**src/rtl/wpb_pkg.sv**
```systemverilog
package wpb_pkg;

    // byte enables carried per 32-bit word
    localparam int BE_W = 4;

    // fill controller states
    typedef enum logic [1:0] {
        ST_IDLE  = 2'd0,
        ST_FILL  = 2'd1,
        ST_RETRY = 2'd2
    } fill_st_t;

endpackage

```
**src/rtl/wpb_fill_fsm.sv**
```systemverilog
module wpb_fill_fsm
    import wpb_pkg::*;
#(
    parameter  int DEPTH  = 4,
    parameter  int WORDS  = 8,
    parameter  int ADDR_W = 32,
    localparam int WIDX_W = $clog2(WORDS),
    localparam int OFF_W  = WIDX_W + 2,
    localparam int LA_W   = ADDR_W - OFF_W,
    localparam int PTR_W  = (DEPTH > 1) ? $clog2(DEPTH) : 1,
    localparam int CNT_W  = $clog2(DEPTH + 1)
) (
    input  logic              clk,
    input  logic              rst_n,
    input  logic              in_start,
    input  logic [ADDR_W-1:0] in_addr,
    input  logic              in_valid,
    input  logic              in_last,
    input  logic [CNT_W-1:0]  vcount,
    output fill_st_t          st,
    output logic              in_ready,
    output logic              in_disc,
    output logic              wr_en,
    output logic [PTR_W-1:0]  wr_slot,
    output logic [WIDX_W-1:0] wr_word,
    output logic              alloc_en,
    output logic [PTR_W-1:0]  alloc_slot,
    output logic [LA_W-1:0]   alloc_laddr,
    output logic              commit_en,
    output logic [PTR_W-1:0]  commit_slot
);

    fill_st_t          st_q, st_d;
    logic [PTR_W-1:0]  tail_q, tail_nx;
    logic [WIDX_W-1:0] word_q;
    logic              odd_q;
    logic [LA_W-1:0]   laddr_q;

    logic              beat, line_end, no_room, full;
    logic              start_ok, disc_beat, carry_on;
    logic [CNT_W:0]    cnt_plus;

    assign tail_nx  = (tail_q == PTR_W'(DEPTH - 1)) ? '0 : tail_q + 1'b1;
    assign cnt_plus = {1'b0, vcount} + 1'b1;
    assign no_room  = cnt_plus >= (CNT_W + 1)'(DEPTH);
    assign full     = vcount == CNT_W'(DEPTH);
    assign beat     = (st_q == ST_FILL) && in_valid;
    assign line_end = word_q == WIDX_W'(WORDS - 1);
    assign start_ok = (st_q == ST_IDLE) && in_start && !full;

    // line pair exhausted, or the following line has nowhere to go
    assign disc_beat = beat && line_end && !in_last && (odd_q || no_room);
    assign carry_on  = beat && line_end && !in_last && !odd_q && !no_room;

    // next state
    always_comb begin
        st_d = st_q;
        unique case (st_q)
            ST_IDLE: begin
                if (in_start) st_d = full ? ST_RETRY : ST_FILL;
            end
            ST_FILL: begin
                if (beat && (in_last || disc_beat)) st_d = ST_IDLE;
            end
            ST_RETRY: st_d = ST_IDLE;
            default:  st_d = ST_IDLE;
        endcase
    end

    // state register
    always_ff @(posedge clk or negedge rst_n) begin
        if (!rst_n) st_q <= ST_IDLE;
        else        st_q <= st_d;
    end

    // outputs
    always_comb begin
        st          = st_q;
        in_ready    = st_q == ST_FILL;
        in_disc     = disc_beat || (st_q == ST_RETRY);
        wr_en       = beat;
        wr_slot     = tail_q;
        wr_word     = word_q;
        commit_en   = beat && (line_end || in_last);
        commit_slot = tail_q;
        alloc_en    = start_ok || carry_on;
        alloc_slot  = start_ok ? tail_q : tail_nx;
        alloc_laddr = start_ok ? in_addr[ADDR_W-1:OFF_W] : laddr_q + 1'b1;
    end

    // word position, pair half, line address and fill slot
    always_ff @(posedge clk or negedge rst_n) begin
        if (!rst_n) begin
            tail_q  <= '0;
            word_q  <= '0;
            odd_q   <= 1'b0;
            laddr_q <= '0;
        end else begin
            if (start_ok) begin
                word_q  <= in_addr[OFF_W-1:2];
                odd_q   <= in_addr[OFF_W];
                laddr_q <= in_addr[ADDR_W-1:OFF_W];
            end else if (beat) begin
                word_q <= word_q + 1'b1;
                if (line_end) begin
                    odd_q   <= ~odd_q;
                    laddr_q <= laddr_q + 1'b1;
                end
            end
            if (commit_en) tail_q <= tail_nx;
        end
    end

endmodule

```
**src/rtl/wpb_line_store.sv**
```systemverilog
module wpb_line_store
    import wpb_pkg::*;
#(
    parameter  int DEPTH  = 4,
    parameter  int WORDS  = 8,
    parameter  int DATA_W = 32,
    parameter  int LA_W   = 27,
    localparam int WIDX_W = $clog2(WORDS),
    localparam int PTR_W  = (DEPTH > 1) ? $clog2(DEPTH) : 1
) (
    input  logic                    clk,
    input  logic                    rst_n,
    input  logic                    alloc_en,
    input  logic [PTR_W-1:0]        alloc_slot,
    input  logic [LA_W-1:0]         alloc_laddr,
    input  logic                    wr_en,
    input  logic [PTR_W-1:0]        wr_slot,
    input  logic [WIDX_W-1:0]       wr_word,
    input  logic [DATA_W-1:0]       wr_data,
    input  logic [BE_W-1:0]         wr_be,
    input  logic                    commit_en,
    input  logic [PTR_W-1:0]        commit_slot,
    input  logic                    pop_en,
    input  logic [PTR_W-1:0]        pop_slot,
    input  logic [PTR_W-1:0]        rd_slot,
    output logic                    rd_vld,
    output logic [LA_W-1:0]         rd_laddr,
    output logic [WORDS*DATA_W-1:0] rd_data,
    output logic [WORDS*BE_W-1:0]   rd_be
);

    logic [DEPTH-1:0]                 ent_vld;
    logic [LA_W-1:0]                  ent_laddr [DEPTH];
    logic [WORDS-1:0][BE_W-1:0]       ent_be    [DEPTH];
    logic [WORDS-1:0][DATA_W-1:0]     ent_data  [DEPTH];

    // valid flags, addresses and byte enables
    always_ff @(posedge clk or negedge rst_n) begin
        if (!rst_n) begin
            ent_vld <= '0;
            for (int e = 0; e < DEPTH; e++) begin
                ent_laddr[e] <= '0;
                ent_be[e]    <= '0;
            end
        end else begin
            if (alloc_en) begin
                ent_laddr[alloc_slot] <= alloc_laddr;
                ent_be[alloc_slot]    <= '0;
            end
            if (wr_en) ent_be[wr_slot][wr_word] <= wr_be;
            if (commit_en) ent_vld[commit_slot] <= 1'b1;
            if (pop_en)    ent_vld[pop_slot]    <= 1'b0;
        end
    end

    // data words need no reset: byte enables qualify them
    always_ff @(posedge clk) begin
        if (wr_en) ent_data[wr_slot][wr_word] <= wr_data;
    end

    assign rd_vld   = ent_vld[rd_slot];
    assign rd_laddr = ent_laddr[rd_slot];

    for (genvar w = 0; w < WORDS; w++) begin : g_rd
        assign rd_data[w*DATA_W +: DATA_W] = ent_data[rd_slot][w];
        assign rd_be[w*BE_W +: BE_W]       = ent_be[rd_slot][w];
    end

endmodule

```
**src/rtl/wpb_drain_ctrl.sv**
```systemverilog
module wpb_drain_ctrl #(
    parameter  int DEPTH = 4,
    localparam int PTR_W = (DEPTH > 1) ? $clog2(DEPTH) : 1,
    localparam int CNT_W = $clog2(DEPTH + 1)
) (
    input  logic             clk,
    input  logic             rst_n,
    input  logic             commit_en,
    input  logic             head_vld,
    input  logic             mem_ack,
    output logic             pop_en,
    output logic [PTR_W-1:0] head,
    output logic [CNT_W-1:0] vcount
);

    assign pop_en = head_vld && mem_ack;

    always_ff @(posedge clk or negedge rst_n) begin
        if (!rst_n) begin
            head   <= '0;
            vcount <= '0;
        end else begin
            if (pop_en) head <= (head == PTR_W'(DEPTH - 1)) ? '0 : head + 1'b1;
            unique case ({commit_en, pop_en})
                2'b10:   vcount <= vcount + 1'b1;
                2'b01:   vcount <= vcount - 1'b1;
                default: vcount <= vcount;
            endcase
        end
    end

endmodule

```
**src/rtl/dma_wpost_buf.sv**
```systemverilog
module dma_wpost_buf
    import wpb_pkg::*;
#(
    parameter  int DEPTH  = 4,
    parameter  int WORDS  = 8,
    parameter  int DATA_W = 32,
    parameter  int ADDR_W = 32,
    localparam int WIDX_W = $clog2(WORDS),
    localparam int LA_W   = ADDR_W - WIDX_W - 2,
    localparam int PTR_W  = (DEPTH > 1) ? $clog2(DEPTH) : 1,
    localparam int CNT_W  = $clog2(DEPTH + 1)
) (
    input  logic                    clk,
    input  logic                    rst_n,
    input  logic                    in_start,
    input  logic [ADDR_W-1:0]       in_addr,
    input  logic                    in_valid,
    input  logic [DATA_W-1:0]       in_data,
    input  logic [BE_W-1:0]         in_be,
    input  logic                    in_last,
    output logic                    in_ready,
    output logic                    in_disc,
    output logic                    mem_valid,
    output logic [LA_W-1:0]         mem_laddr,
    output logic [WORDS*DATA_W-1:0] mem_data,
    output logic [WORDS*BE_W-1:0]   mem_be,
    input  logic                    mem_ack
);

    fill_st_t          st;
    logic              wr_en, alloc_en, commit_en, pop_en;
    logic [PTR_W-1:0]  wr_slot, alloc_slot, commit_slot, head;
    logic [WIDX_W-1:0] wr_word;
    logic [LA_W-1:0]   alloc_laddr;
    logic [CNT_W-1:0]  vcount;

    wpb_fill_fsm #(.DEPTH(DEPTH), .WORDS(WORDS), .ADDR_W(ADDR_W)) u_fill (
        .clk         (clk),
        .rst_n       (rst_n),
        .in_start    (in_start),
        .in_addr     (in_addr),
        .in_valid    (in_valid),
        .in_last     (in_last),
        .vcount      (vcount),
        .st          (st),
        .in_ready    (in_ready),
        .in_disc     (in_disc),
        .wr_en       (wr_en),
        .wr_slot     (wr_slot),
        .wr_word     (wr_word),
        .alloc_en    (alloc_en),
        .alloc_slot  (alloc_slot),
        .alloc_laddr (alloc_laddr),
        .commit_en   (commit_en),
        .commit_slot (commit_slot)
    );

    wpb_line_store #(.DEPTH(DEPTH), .WORDS(WORDS), .DATA_W(DATA_W), .LA_W(LA_W)) u_store (
        .clk         (clk),
        .rst_n       (rst_n),
        .alloc_en    (alloc_en),
        .alloc_slot  (alloc_slot),
        .alloc_laddr (alloc_laddr),
        .wr_en       (wr_en),
        .wr_slot     (wr_slot),
        .wr_word     (wr_word),
        .wr_data     (in_data),
        .wr_be       (in_be),
        .commit_en   (commit_en),
        .commit_slot (commit_slot),
        .pop_en      (pop_en),
        .pop_slot    (head),
        .rd_slot     (head),
        .rd_vld      (mem_valid),
        .rd_laddr    (mem_laddr),
        .rd_data     (mem_data),
        .rd_be       (mem_be)
    );

    wpb_drain_ctrl #(.DEPTH(DEPTH)) u_drain (
        .clk       (clk),
        .rst_n     (rst_n),
        .commit_en (commit_en),
        .head_vld  (mem_valid),
        .mem_ack   (mem_ack),
        .pop_en    (pop_en),
        .head      (head),
        .vcount    (vcount)
    );

endmodule

```
**config.mk**
```make
export PLATFORM = sky130hd
export DESIGN_NAME = dma_wpost_buf
export DESIGN_NICKNAME = d
export VERILOG_FILES = /design/src/rtl/wpb_pkg.sv /design/src/rtl/wpb_fill_fsm.sv /design/src/rtl/wpb_line_store.sv /design/src/rtl/wpb_drain_ctrl.sv /design/src/rtl/dma_wpost_buf.sv
export SDC_FILE = /design/constraint.sdc
export NUM_CORES = 2
export LEC_CHECK = 0
export CAP_MARGIN = 20
export CORE_MARGIN = 2
export CORE_UTILIZATION = 58
export CTS_CLUSTER_DIAMETER = 30
export DETAILED_ROUTE_END_ITERATION = 7
export DONT_BUFFER_PORTS = 1
export PLACE_DENSITY = 0.73
export SLEW_MARGIN = 40
export SYNTH_ARGS = -nofsm -noshare
export SYNTH_HDL_FRONTEND = slang
export SYNTH_SLANG_ARGS = --single-unit
```
**constraint.sdc**
```tcl
create_clock -name clk -period 5.47 [get_ports clk]
set_clock_uncertainty 0.15 [all_clocks]
set_input_delay 1.094 -clock clk [delete_from_list [all_inputs] [get_ports clk]]
set_output_delay 1.094 -clock clk [all_outputs]
set_load 0.03 [all_outputs]
```
Word-level counts from Yosys, hierarchy flattened
Memories as Yosys holds them, arrays and structs flattened. Index checks and enable logic that the tools add are counted.

Bits in registers: 280. Bits in writable memories: 1024. Bits of input ports: 74. Output and inout port bits: 318. Memories: 1.

Memories: u_store.ent_data (depth 4, bits a word 256, rd ports 1, clocked after Yosys merged registers in 0, wr ports 1, RTL line wpb_line_store.sv:35) `logic [WORDS-1:0][DATA_W-1:0] ent_data [DEPTH];`.

Add/subtract/negate cells: 7. $lt $le $gt $ge: 12. Equal/unequal tests: 10. Mux-type cells: 47. Bitwise operators: 9. Reductions and logical operators: 31.

Operator list (number): $mux 128 (2); $mux 256 (1); $mux 27 (7); $mux 32 (5); $and 128x128->128 (1); $bwmux 128 (1); $demux 32 s2 (2); $not 128->128 (1); $bwmux 108 (1); $demux 32 s3 (1); $bmux 32 s2 (1); $bmux 27 s2 (1); $demux 27 s2 (1); $add 27x1->27 const B (1); $logic_and 1x1->1 (16); $demux 4 s3 (1); $mux 2 (6); $mux 4 (3); $ge 3x3->1 const B (3); $not 2->3 (3); $eq 2x2->1 const B (4); $mux 1 (7); $add 3x1->3 const B (2); $eq 3x3->1 const B (2); other kinds (26) (43).

Longest topological paths before layout
Word-level depth: 14. Gate-level depth with buffers: 11. Mapped depth without buffers: 11.

Hierarchy
A second synthesis with hierarchy kept.

Cells, all modules: 2611. Area total of the unflattened synthesis: 50948.9 sq um.

By module, submodules not included: wpb_line_store (instances 1, cells each 2271, area an instance 48074.9 sq um, sequential area each 36755.3 sq um); wpb_fill_fsm (instances 1, cells each 318, area an instance 2617.5 sq um, sequential area each 875.8 sq um); wpb_drain_ctrl (instances 1, cells each 22, area an instance 256.5 sq um, sequential area each 125.1 sq um).

Least setup slack after synthesis
OpenSTA, ideal clock, no wires.

Path type: input port to flip-flop. From: input in_valid. To: register u_store.ent_be[116] (netlist name). Library setup time: 0.215 ns. Arrival time: 3.526 ns. Required time: 5.105 ns. Slack: 1.579 ns. Cell stages on the path: 5. Path buffers: 1. Path through: and3b_1 clkbuf_1 nand2_1 nor2_1 o21ai_0.

Longest elaborated chain between the ends: 9.

Ends and longest elaborated chain: start: declaration (RTL line dma_wpost_buf.sv:17) `input logic in_valid,`; $logic_and 1x1->1 (*) (RTL line wpb_fill_fsm.sv:47) `assign beat = (st_q == ST_FILL) && in_valid;`; $logic_and 1x1->1 (4 in a row) (RTL line wpb_fill_fsm.sv:53) `assign carry_on = beat && line_end && !in_last && !odd_q && !no_room;`; $logic_or 1x1->1 (RTL line wpb_fill_fsm.sv:86) `alloc_en = start_ok || carry_on;`; $mux 128 (RTL line wpb_line_store.sv:46) `if (alloc_en) begin`; $bwmux 128 (RTL line wpb_line_store.sv:50) `if (wr_en) ent_be[wr_slot][wr_word] <= wr_be;`; $mux 128 (*) (RTL line wpb_line_store.sv:50); end signal: indexed assignment (RTL line wpb_line_store.sv:50); end: declaration (RTL line wpb_line_store.sv:34) `logic [WORDS-1:0][BE_W-1:0] ent_be [DEPTH];`.

Mark *: on every way between the ends. The rest lies on a longest branch, timed or not. A chain may end at the register's enable or synchronous reset.

Final worst setup path
From: register u_drain.head[0]. To: output mem_data[101].

Longest elaborated chain between the ends: 1.

Ends and longest elaborated chain: start: declaration (RTL line wpb_drain_ctrl.sv:12) `output logic [PTR_W-1:0] head,`; start signal: assignment (RTL line wpb_drain_ctrl.sv:23) `if (pop_en) head <= (head == PTR_W'(DEPTH - 1)) ? '0 : head + 1'b1;`; $mem_v2 4x256; end: declaration (RTL line dma_wpost_buf.sv:25) `output logic [WORDS*DATA_W-1:0] mem_data,`.

No other way between the ends.

==> metrics.txt <==
failing checks hold timing; vias in the first global route 27100; Int Pwr 24.0 mW; met3 wire length 10500 um; Sink Count 1304; R2R Setup Slk 1.75 ns; post-layout min period 4.13 ns; register area 0.0378 mm2; PostCTS Resize Cnt 0; area of the multi-input gates 0.0121 mm2; combinational power share 0.264; post-route clock period utilization 0.754; num rows 107; reg2reg path depth 7; Critical Path Start Type flop; Synth Area per Inst 19.4 um2; initial antenna violation count 3; Crit Path Category reg -> out; Sw Pwr 12.0 mW; maxcap violations 0; GPL Wtd Cong 0.818; die area 0.0887 mm2; Slew headroom 0.385; status finished with violations; core footprint 0.0854 mm2; TritonCTS Buffers 215; Pre-antenna DRT Iters 6; largest net degree at the start of global routing 281; VDD IR max 0.454 mV; Slew Limit Fails 0; f_max 242 MHz; post-synth cell types 52; top routing layer in use met4; WL met2 66400 um; CP endpoint kind output port; Post-CTS Setup Inserts 0; Synth Instances 2576; Crit Path Max Fanout 26; Seq/Total Area, Yosys 0.754; switching part of the total 0.333; global route overflow 0; Worst Path Arrival 2.88 ns; H-Tree Depth 4; HP Class in -> async; RR Endpoint u_store.ent_laddr[15]; top cell type by total area after synthesis edfxtp_1; first-pass GRT wire length 186000 um; Filler Cells Inserted 5104; hold_ws -0.122 ns; Main synth FF type edfxtp_1; Crit. Startpoint u_drain.head[0]; Max Buffers Root-to-Sink 3; wire length per cell 31.1 um; total wire length 127000 um; share of power burned in registers 0.353; Hold Fails Final Rpt 127; Post-Syn Nets 2663; EDFF count, synth 1024; clock root buffer master clkbuf_16; share of layout cells above drive strength 1 0.308; synthesized area 0.0501 mm2; Clk network pwr share 0.383; top post-synthesis cells by area edfxtp_1 (61%), mux4_2 (14%), dfrtp_1 (14%); worst r2r src u_fill.wr_word[0]; Lkg Pwr 20.5 nW; vias 26000; slew at the pin closest to its max-slew limit 0.921 ns; nets 2826; CTS tree yes; Clock Latency Late Sink 0.77 ns; Die Wd 298 um; Synth Register Bits 1304; Final TNS setup 0 ns; starting DRC count in detailed routing 2586; number of vias per cell 6.37; critical path data required time 4.23 ns; die height 298 um; IO Pins 392; clock slew at reported path FFs 0.05 ns; Pwr per Cell Area 602 mW/mm2; Starting Density 0.587; port bufs 0; GR Util All Layers 0.289; RSZ-0062 raised after global routing no; Yosys top cell area share 0.614; count of final setup violators 0; Detail Route Antenna Nets 0; ys async rst share 0.215; P&R area growth vs syn 19.3%; yosys warns 0; Final HPWL DP 71400 um; M1 WL 47000 um; # DRC 0
[layout make-up]
cell class	instances	area share
Antenna cell	5	0.000209
Clock inverter	153	0.0309
Inverter	18	0.00113
Tap cell	1144	0.0239
Timing Repair Buffer	75	0.0148
Sequential cell	1304	0.632
Multi-Input combinational cell	1125	0.202
Clock buffer	251	0.0952
[flip-flops by register name (all words and copies together) (netlist names)]
register            cells
u_store.ent_data     1024
u_fill.wr_word          3
u_store.ent_vld         4
u_fill.st               2
u_fill.commit_slot      2
u_fill.laddr_q         27
u_drain.vcount          3
u_store.ent_be        128
u_fill.odd_q            1
u_drain.head            2
u_store.ent_laddr     108
[cells by family after synthesis]
family,Yosys count,synth area share
muxes,417,0.165
xor gates and xnor gates,17,0.00297
adders and majority gates,13,0.00340
and+or+nand+nor,449,0.0380
buffers and inverters,147,0.0118
DFF,1304,0.754
AOI/OAI and AO/OA,229,0.0256
[stage by stage]
step	instance area (um2)	power [mW]	cells	worst slack, ns	utilization
floorplan	50100	20.1	2576	1.58	-
global placement	51900	22.0	3654	1.55	0.608
detailed placement	52100	22.3	3661	1.56	0.610
CTS	59600	36.2	4065	1.23	0.698
global route	59800	37.1	4074	1.17	0.700
finish	59800	36.0	4075	1.34	0.700
[critical path, stage by stage, from the launching register on]
cell and delay (ns):
dfrtp_4 0.84, buf_4 0.54, mux4_2 0.72
[worst max-delay path by stage]
stage                                           to  cells past startpoint
final                                mem_data[101]                      2
after global routing                 mem_data[133]                      2
after CTS                            mem_data[133]                      2
after detailed placement  u_store.ent_data[0][255]                      4
after global placement       u_store.ent_laddr[14]                      5
after floorplan                u_store.ent_be[116]                      5
[cell usage in the layout, fill, tap and decap left out, types with 11 or more instances in the layout]
cell type and n:
nand3_1 11, ha_1 12, clkinv_1 22, clkinvlp_4 19, edfxtp_1 1024, inv_1 18, buf_4 53, mux2_2 89
clkinv_4 12, mux4_2 316, o21ai_0 168, nand2_1 310, o31ai_1 11, dfrtp_1 278, clkbuf_1 24, buf_12 11
nor2_1 39, clkbuf_16 220, bufinv_16 30, inv_6 19, a21oi_1 19, nor2_4 32, clkinv_2 42
[power groups by stage]
stage	clock (mW)	combinational [mW]	sequential, mW
after detailed placement	0	9.50	12.8
after CTS	13.9	9.60	12.7
final	13.8	9.51	12.7
after global placement	0	9.26	12.8
after floorplan	0	7.62	12.5
after global routing	14.3	9.97	12.8
[routing by layer]
layer | vias to the layer above | track usage
met5 | - | 0
met4 | 0 | 0.0922
met3 | 182 | 0.0811
met2 | 1208 | 0.488
met1 | 13900 | 0.367
li1 | 10700 | -
[Yosys cell counts (11+ instances only)]
library cell / count
o21ai_0: 169
buf_1: 31
nand2_1: 312
mux4_2: 316
nand3_1: 11
o31ai_1: 11
a21oi_1: 20
nor2_1: 72
clkbuf_1: 73
edfxtp_1: 1024
dfrtp_1: 280
mux2_2: 89
inv_1: 18
ha_1: 12
buf_2: 23
Power figures use the tool's default switching activity.
